## config.mk

```make
export PLATFORM = sky130hd
export DESIGN_NAME = alu_fc
export DESIGN_NICKNAME = d
export VERILOG_FILES = /design/src/rtl/alu_pkg.sv /design/src/rtl/alu_operand_prep.sv /design/src/rtl/alu_ripple_adder.sv /design/src/rtl/alu_result_mux.sv /design/src/rtl/alu_fc.sv
export SDC_FILE = /design/constraint.sdc
export NUM_CORES = 1
export LEC_CHECK = 0
export BUFFER_PORTS_ARGS = -buffer_cell sky130_fd_sc_hd__buf_2
export CAP_MARGIN = 25
export CORE_MARGIN = 8
export CORE_UTILIZATION = 54
export CTS_CLUSTER_SIZE = 25
export DETAILED_ROUTE_END_ITERATION = 10
export HOLD_SLACK_MARGIN = 0.06
export MAX_ROUTING_LAYER = met4
export PLACE_DENSITY = 0.86
export SYNTH_ARGS = -nofsm -noshare
export SYNTH_HDL_FRONTEND = slang
export SYNTH_HIERARCHICAL = 1
export SYNTH_SLANG_ARGS = --single-unit
```

## constraint.sdc

```tcl
create_clock -name clk -period 23.5 [get_ports clk]
set_clock_uncertainty 0.15 [all_clocks]
set_input_delay 3.525 -clock clk [delete_from_list [all_inputs] [get_ports clk]]
set_output_delay 3.525 -clock clk [all_outputs]
set_load 0.01 [all_outputs]
```

## src/rtl/alu_pkg.sv

```systemverilog
package alu_pkg;
  typedef enum logic [1:0] {
    SEL_AND = 2'b00,
    SEL_OR  = 2'b01,
    SEL_SUM = 2'b10,
    SEL_CMP = 2'b11
  } sel_e;

  localparam int FN_W = 3;
endpackage

```

## src/rtl/alu_operand_prep.sv

```systemverilog
module alu_operand_prep #(
  parameter int W = 32
) (
  input  logic [W-1:0] b_i,
  input  logic         inv_i,
  output logic [W-1:0] bx_o,
  output logic         cin_o
);
  always_comb begin
    bx_o  = inv_i ? ~b_i : b_i;
    cin_o = inv_i;
  end
endmodule

```

## src/rtl/alu_ripple_adder.sv

```systemverilog
module alu_ripple_adder #(
  parameter int W = 32
) (
  input  logic [W-1:0] a_i,
  input  logic [W-1:0] b_i,
  input  logic         cin_i,
  output logic [W-1:0] sum_o,
  output logic         c_msb_o,
  output logic         cout_o
);
  logic [W:0] carry;

  assign carry[0] = cin_i;

  for (genvar i = 0; i < W; i++) begin : g_col
    logic gen_b, prop_b;
    assign gen_b      = a_i[i] & b_i[i];
    assign prop_b     = a_i[i] ^ b_i[i];
    assign sum_o[i]   = prop_b ^ carry[i];
    assign carry[i+1] = gen_b | (prop_b & carry[i]);
  end

  assign c_msb_o = carry[W-1];
  assign cout_o  = carry[W];
endmodule

```

## src/rtl/alu_result_mux.sv

```systemverilog
module alu_result_mux
  import alu_pkg::*;
#(
  parameter int W = 32
) (
  input  logic [W-1:0] a_i,
  input  logic [W-1:0] bx_i,
  input  logic [W-1:0] sum_i,
  input  logic         c_msb_i,
  input  logic         cout_i,
  input  logic [FN_W-1:0] fn_i,
  output logic [W-1:0] y_o,
  output logic         ovf_o
);
  sel_e sel;

  always_comb begin
    sel   = sel_e'(fn_i[1:0]);
    y_o   = '0;
    ovf_o = 1'b0;
    unique case (sel)
      SEL_AND: y_o = a_i & bx_i;
      SEL_OR:  y_o = a_i | bx_i;
      SEL_SUM: begin
        y_o   = sum_i;
        ovf_o = c_msb_i ^ cout_i;
      end
      SEL_CMP: y_o = fn_i[2] ? {{(W-1){1'b0}}, sum_i[W-1]} : '0;
      default: y_o = '0;
    endcase
  end
endmodule

```

## src/rtl/alu_fc.sv

```systemverilog
module alu_fc
  import alu_pkg::*;
#(
  parameter int W = 32
) (
  input  logic            clk,
  input  logic            rst,
  input  logic [W-1:0]    a_i,
  input  logic [W-1:0]    b_i,
  input  logic [FN_W-1:0] fn_i,
  output logic [W-1:0]    y_o,
  output logic            ovf_o,
  output logic            zero_o
);
  logic [W-1:0] bx, sum, y_next;
  logic         cin, c_msb, cout, ovf_next;

  alu_operand_prep #(.W(W)) u_prep (
    .b_i   (b_i),
    .inv_i (fn_i[2]),
    .bx_o  (bx),
    .cin_o (cin)
  );

  alu_ripple_adder #(.W(W)) u_add (
    .a_i     (a_i),
    .b_i     (bx),
    .cin_i   (cin),
    .sum_o   (sum),
    .c_msb_o (c_msb),
    .cout_o  (cout)
  );

  alu_result_mux #(.W(W)) u_mux (
    .a_i     (a_i),
    .bx_i    (bx),
    .sum_i   (sum),
    .c_msb_i (c_msb),
    .cout_i  (cout),
    .fn_i    (fn_i),
    .y_o     (y_next),
    .ovf_o   (ovf_next)
  );

  always_ff @(posedge clk) begin
    if (rst) begin
      y_o    <= '0;
      ovf_o  <= 1'b0;
      zero_o <= 1'b1;
    end else begin
      y_o    <= y_next;
      ovf_o  <= ovf_next;
      zero_o <= ~|y_next;
    end
  end
endmodule

```

==> results.cfg, run 1 <==
[job]
maxCapViolations = 0

[timing]
max_freq_mhz = 56.64
hold_viol = 0
maxSlewHeadroom = 0.5572
whs_ns = 3.541
slew_viol_final = 0
rsz0062_at_grt = no
fin_ws_ns = 5.845
finalSetupViolCount = 0
worst_slew_pin_slew_ns = 0.6642
fin_crit_sh = 0.7513
tns_ns = 0
period_needed_ns = 17.66

[floorplan]
rows = 26
die_y_um = 87.58
start_util = 0.5522
core-area_um2 = 5010
die_w_um = 87.58
io_pins = 103
dieArea_um2 = 7669

[clock_tree]
postCtsSetupRepairBufs = 0
cts-root-buf = clkbuf_8
cts_made_buffers = 5
ctsHoldBuffers = 0
h-tree-depth = 2
clkSinkCount = 34
clockBufferDepth = 2
tritoncts = yes
clk_pin_slew_ns = 0.07
ctsResizeCount = 0

[global_route]
grt_pass1_wl_um = 11790
grt_pass1_vias = 2676
overflow = 0
antenna_found_initial = 0
grt_max_degree = 36
grt.total_usage = 0.1999

[pwr]
total_leakage_power_nw = 1.486
finalPower_mw = 0.1778
ir_drop_mv = 0.02967
powerDensity_nw_per_um2 = 53.23

[critical_path]
crit_fanout = 34
max_stage_delay_ns = 0.45
cp_data_required_time_ns = 23.56
cp-start-kind = primary input
crit_top_cell = fa_1
critPathKind = primary input to flip-flop
arrival_ns = 17.72
crit_path_end_kind = flip-flop
cp_slowest_cell = fa_1

[final_layout]
stdcell_count = 467
nNetsFinal = 498
fin_area_um2 = 3341
antenna_cells = 0
layout-drive-gt1-share = 0.2922
layout_common_cells = 102 x buf_2, 61 x nand2_1, 34 x dfxtp_1, 33 x xor2_1
final_core_util = 0.6668
fillCellCount = 463
syn2layout_area_growth_pct = 20.76
final_common_cell = buf_2

[synth]
syn_nets = 404
synth_top_family_by_area = adder cells
synth-edff-count = 0
yosysWarnings = 6
synth_adder_area_share = 0.2316
syn_avg_cell_area_um2 = 9.130
synthSimpleGateAreaFrac = 0.2013
synthXorXnorAreaFrac = 0.1045
synth_cells = 303
synth_area_um2 = 2766
async_reset_ff_frac = 0
ys.flop_type = dfxtp_1
synthMuxAreaShare = 0
synth-seq-area-share = 0.2460
synth.distinct_cells = 28
yosys_register_bits = 34
synth-compound-area-share = 0.1524

[detailed_routing]
vias = 2482
drcViolationCount = 0
wl_per_cell_um = 15.75
ant_nets = 0
vias_per_cell = 5.315
drtIter0Drc = 62
drt_wl_total_um = 7354
first_pass_iters = 4

[placement]
place_area_um2 = 3234
port-buffer-count = 102
preCtsSetupSlack_ns = 5.682
dp.cells = 458
place.gp.congestion = 0.8414
hpwl_um = 5849

[worst_hold_path]
hp-class = primary input to flip-flop
whs_endpoint = y_o[15]
worstHoldStart = a_i[15]
holdPathStages = 4

[run_status]
status = completed
==> critical path: cells and delay by family <==
family | cells | cell delay, ns
fa+ha+maj | 32 | 12.32
buf+inv | 6 | 0.82
simple gates | 3 | 0.60
compound gates | 2 | 0.24
xor+xnor | 1 | 0.19
==> per-layer routing <==
metal	vias up	track usage	part of all wire
met1	1173	0.2040	0.37
met5	-	-	0
met2	97	0.3726	0.54
li1	1197	-	-
met3	15	0.02908	0.063
met4	0	0.08125	0.022
==> cells by family after synthesis <==
kind of cell | after synthesis
AO/OA/AOI/OAI | 67
buffers and inverters | 28
flip-flops | 34
AND/OR/NAND/NOR | 109
XOR/XNOR | 33
adder cells (fa/ha/maj) | 32
==> sequential cells by signal (all words and copies together), names as in the netlist <==
signal / count
ovf_o: 1
y_o: 32
zero_o: 1
==> cell usage after synthesis, drive strengths merged (2+ instances only) <==
cell type	number	area share
nand2	61	0.083
dfxtp	34	0.25
nor2b	34	0.078
xor2	33	0.10
fa	32	0.23
o21ai	31	0.056
o211ai	30	0.081
buf	15	0.047
inv	10	0.014
nor4	8	0.027
clkbuf	3	0.0041
nand4	2	0.0045
==> power by group <==
part,switching [mW],internal (mW)
Sequential,0.00141,0.0633
Clock,0.0198,0.0204
Combinational,0.0414,0.0316
==> worst max-delay path by stage <==
| stage | from | endpoint | cells after the start |
|---|---|---|---|
| after detailed placement | fn_i[2] | zero_o | 44 |
| after CTS | fn_i[2] | zero_o | 44 |
| after global placement | fn_i[2] | zero_o | 44 |
| after floorplan | fn_i[2] | zero_o | 44 |
| final | fn_i[2] | zero_o | 44 |
| after global routing | fn_i[2] | zero_o | 44 |
==> cell type report <==
class / instances / area (um^2) / area share
Timing Repair Buffer: 105 / 548.0 / 0.1640
Multi-Input combinational cell: 241 / 1911 / 0.5719
Tap cell: 70 / 87.58 / 0.02622
Inverter: 10 / 37.54 / 0.01124
Sequential cell: 34 / 680.7 / 0.2037
Clock buffer: 7 / 76.32 / 0.02285
(Power assumes the default switching activity.)
==> run 2: changes to the inputs <==
--- a/config.mk
+++ b/config.mk
@@ -5,15 +5,16 @@
 export SDC_FILE = /design/constraint.sdc
 export NUM_CORES = 1
 export LEC_CHECK = 0
+export ABC_AREA = 1
 export BUFFER_PORTS_ARGS = -buffer_cell sky130_fd_sc_hd__buf_2
 export CAP_MARGIN = 25
 export CORE_MARGIN = 8
-export CORE_UTILIZATION = 54
+export CORE_UTILIZATION = 52
 export CTS_CLUSTER_SIZE = 25
 export DETAILED_ROUTE_END_ITERATION = 10
 export HOLD_SLACK_MARGIN = 0.06
 export MAX_ROUTING_LAYER = met4
-export PLACE_DENSITY = 0.86
+export PLACE_DENSITY = 0.82
 export SYNTH_ARGS = -nofsm -noshare
 export SYNTH_HDL_FRONTEND = slang
 export SYNTH_HIERARCHICAL = 1
==> constraint.sdc (replaced) <==
create_clock -name clk -period 17.3 [get_ports clk]
set_clock_uncertainty 0.15 [all_clocks]
set_input_delay 2.595 -clock clk [delete_from_list [all_inputs] [get_ports clk]]
set_output_delay 2.595 -clock clk [all_outputs]
set_load 0.01 [all_outputs]
==> results.cfg, run 2 <==
[final_layout]
antenna_cells = 0
fillCellCount = 577
stdcell_count = 632
nNetsFinal = 657
largest_registers = y_o x32, ovf_o x1, zero_o x1
syn2layout_area_growth_pct = 18.93
regMostFlops = y_o
layout-drive-gt1-share = 0.2316
largest_reg_flops = 32
final_core_util = 0.6287
fin_area_um2 = 3656
final_common_cell = nand2_1
layout_common_cells = 130 x nand2_1, 102 x buf_2, 79 x inv_1, 64 x nand3_1, 52 x nor2_1

[synth]
yosysWarnings = 6
synth_top_cell_by_area = dfxtp_1
synth_top_area_share = 0.2214
synth_cells = 464
synth.distinct_cells = 19
syn_nets = 565
synth-seq-area-share = 0.2214
synth_area_um2 = 3074
yosys_register_bits = 34
yosysMostFrequentCell = nand2_1
netlist_top_cells_area = dfxtp_1 22%, fa_1 21%, nand2_1 16%, nand3_1 10%, inv_1 9.6%
ys_top_cells_by_count = 130 x nand2_1, 79 x inv_1, 64 x nand3_1, 54 x nor2_1, 34 x dfxtp_1
syn_avg_cell_area_um2 = 6.625
synth-edff-count = 0
async_reset_ff_frac = 0
ys.flop_type = dfxtp_1

[clock_tree]
ctsHoldBuffers = 0
h-tree-depth = 2
clkSinkCount = 34
clockBufferDepth = 2
tritoncts = yes
cts-root-buf = clkbuf_8
clk_pin_slew_ns = 0.07
postCtsSetupRepairBufs = 0
ctsResizeCount = 0
cts_made_buffers = 5

[floorplan]
dieArea_um2 = 8629
rows = 28
io_pins = 103
start_util = 0.5286
core-area_um2 = 5816
die_w_um = 92.89
die_y_um = 92.89

[worst_hold_path]
hp-class = primary input to flip-flop

[timing]
hold_viol = 0
period_needed_ns = 16.34
rsz0062_at_grt = no
worst_slew_pin_slew_ns = 0.5732
finalSetupViolCount = 0
max_freq_mhz = 61.21
fin_crit_sh = 0.9444
tns_ns = 0
slew_viol_final = 0
maxSlewHeadroom = 0.6175

[critical_path]
arrival_ns = 16.40
endpoint = zero_o
cp_slowest_cell = fa_1
critPathKind = primary input to flip-flop
cp_data_required_time_ns = 17.36
startpoint = fn_i[2]
crit_path_end_kind = flip-flop
crit_top_cell = fa_1
crit_fanout = 32
cp-start-kind = primary input
max_stage_delay_ns = 0.46

[detailed_routing]
ant_nets = 0
drtIter0Drc = 104
first_pass_iters = 5
wl_per_cell_um = 12.24
vias = 3002
drcViolationCount = 0
vias_per_cell = 4.750
drt_wl_total_um = 7738

[global_route]
grt_pass1_vias = 2929
grt_pass1_wl_um = 13150
overflow = 0
grt.total_usage = 0.1903
antenna_found_initial = 0
grt_max_degree = 35

[placement]
hpwl_um = 6598
place.gp.congestion = 0.9061
dp.cells = 623
port-buffer-count = 102
place_area_um2 = 3550

[job]
maxCapViolations = 0

[pwr]
powerDensity_nw_per_um2 = 64.61
ir_drop_mv = 0.07729
total_leakage_power_nw = 2.060
finalPower_mw = 0.2362

[run_status]
status = completed
==> run 2: cell count changes in the layout (fill, tap and decap cells not counted), sizes merged, moves of 33 or more <==
cell / change
inv: +72
nand3: +63
xor2: -33
nor2b: -34
nor2: +55
nand2: +79
==> run 2: stage by stage <==
step	setup WS, ns	hold slack, ns
after floorplan	1.585	2.587
after global placement	1.020	2.824
after detailed placement	0.7865	2.838
after CTS	1.039	2.546
after global routing	0.3223	2.577
final	0.9617	2.555
==> run 2: report_power, final <==
group	switching [mW]	internal, mW
logic	0.0563	0.0362
clock network	0.0254	0.0320
registers	0.00138	0.0849
total	0.0830	0.153
==> run 2: critical path: cells and delay by family <==
kind | cells | cell delay [ns]
buf+inv | 6 | 0.75
compound gates | 1 | 0.11
simple gates | 8 | 0.71
fa+ha+maj | 32 | 12.21
==> run 2: how the worst min path moves through the flow <==
stage,startpoint,to,depth (start not counted)
finish,fn_i[0],ovf_o,4
global route,fn_i[0],ovf_o,4
CTS,fn_i[0],ovf_o,4
detailed placement,fn_i[0],ovf_o,4
global placement,fn_i[0],ovf_o,4
floorplan,fn_i[0],ovf_o,3
==> run 2: logic make-up (layout without fill, tap and decap cells) <==
kind of cell / Yosys count / after routing / synth area share
flops: 34 / 34 / 0.2214
compound gates: 32 / 32 / 0.05209
simple gates: 262 / 262 / 0.3569
fa+ha+maj: 32 / 32 / 0.2084
buf+inv: 103 / 196 / 0.1583
xor+xnor: 1 / 1 / 0.002850
==> run 2: layer usage <==
layer,wire length [um],GRT usage,up-vias
li1,-,-,1575
met1,3359,0.2418,1308
met2,3656,0.2994,109
met3,637,0.03641,10
met4,85,0.05772,0
met5,0,-,-
==> run 2: cell type report <==
cell class	instances	area (um^2)	share of cell area
clock buffers	7	86.33	0.02361
clock inverters	1	5.005	0.001369
inverters	82	315.3	0.08624
multi-input cells	327	1912	0.5229
flip-flops and latches	34	680.7	0.1862
well taps	75	93.84	0.02567
repair buffers	106	563.0	0.1540
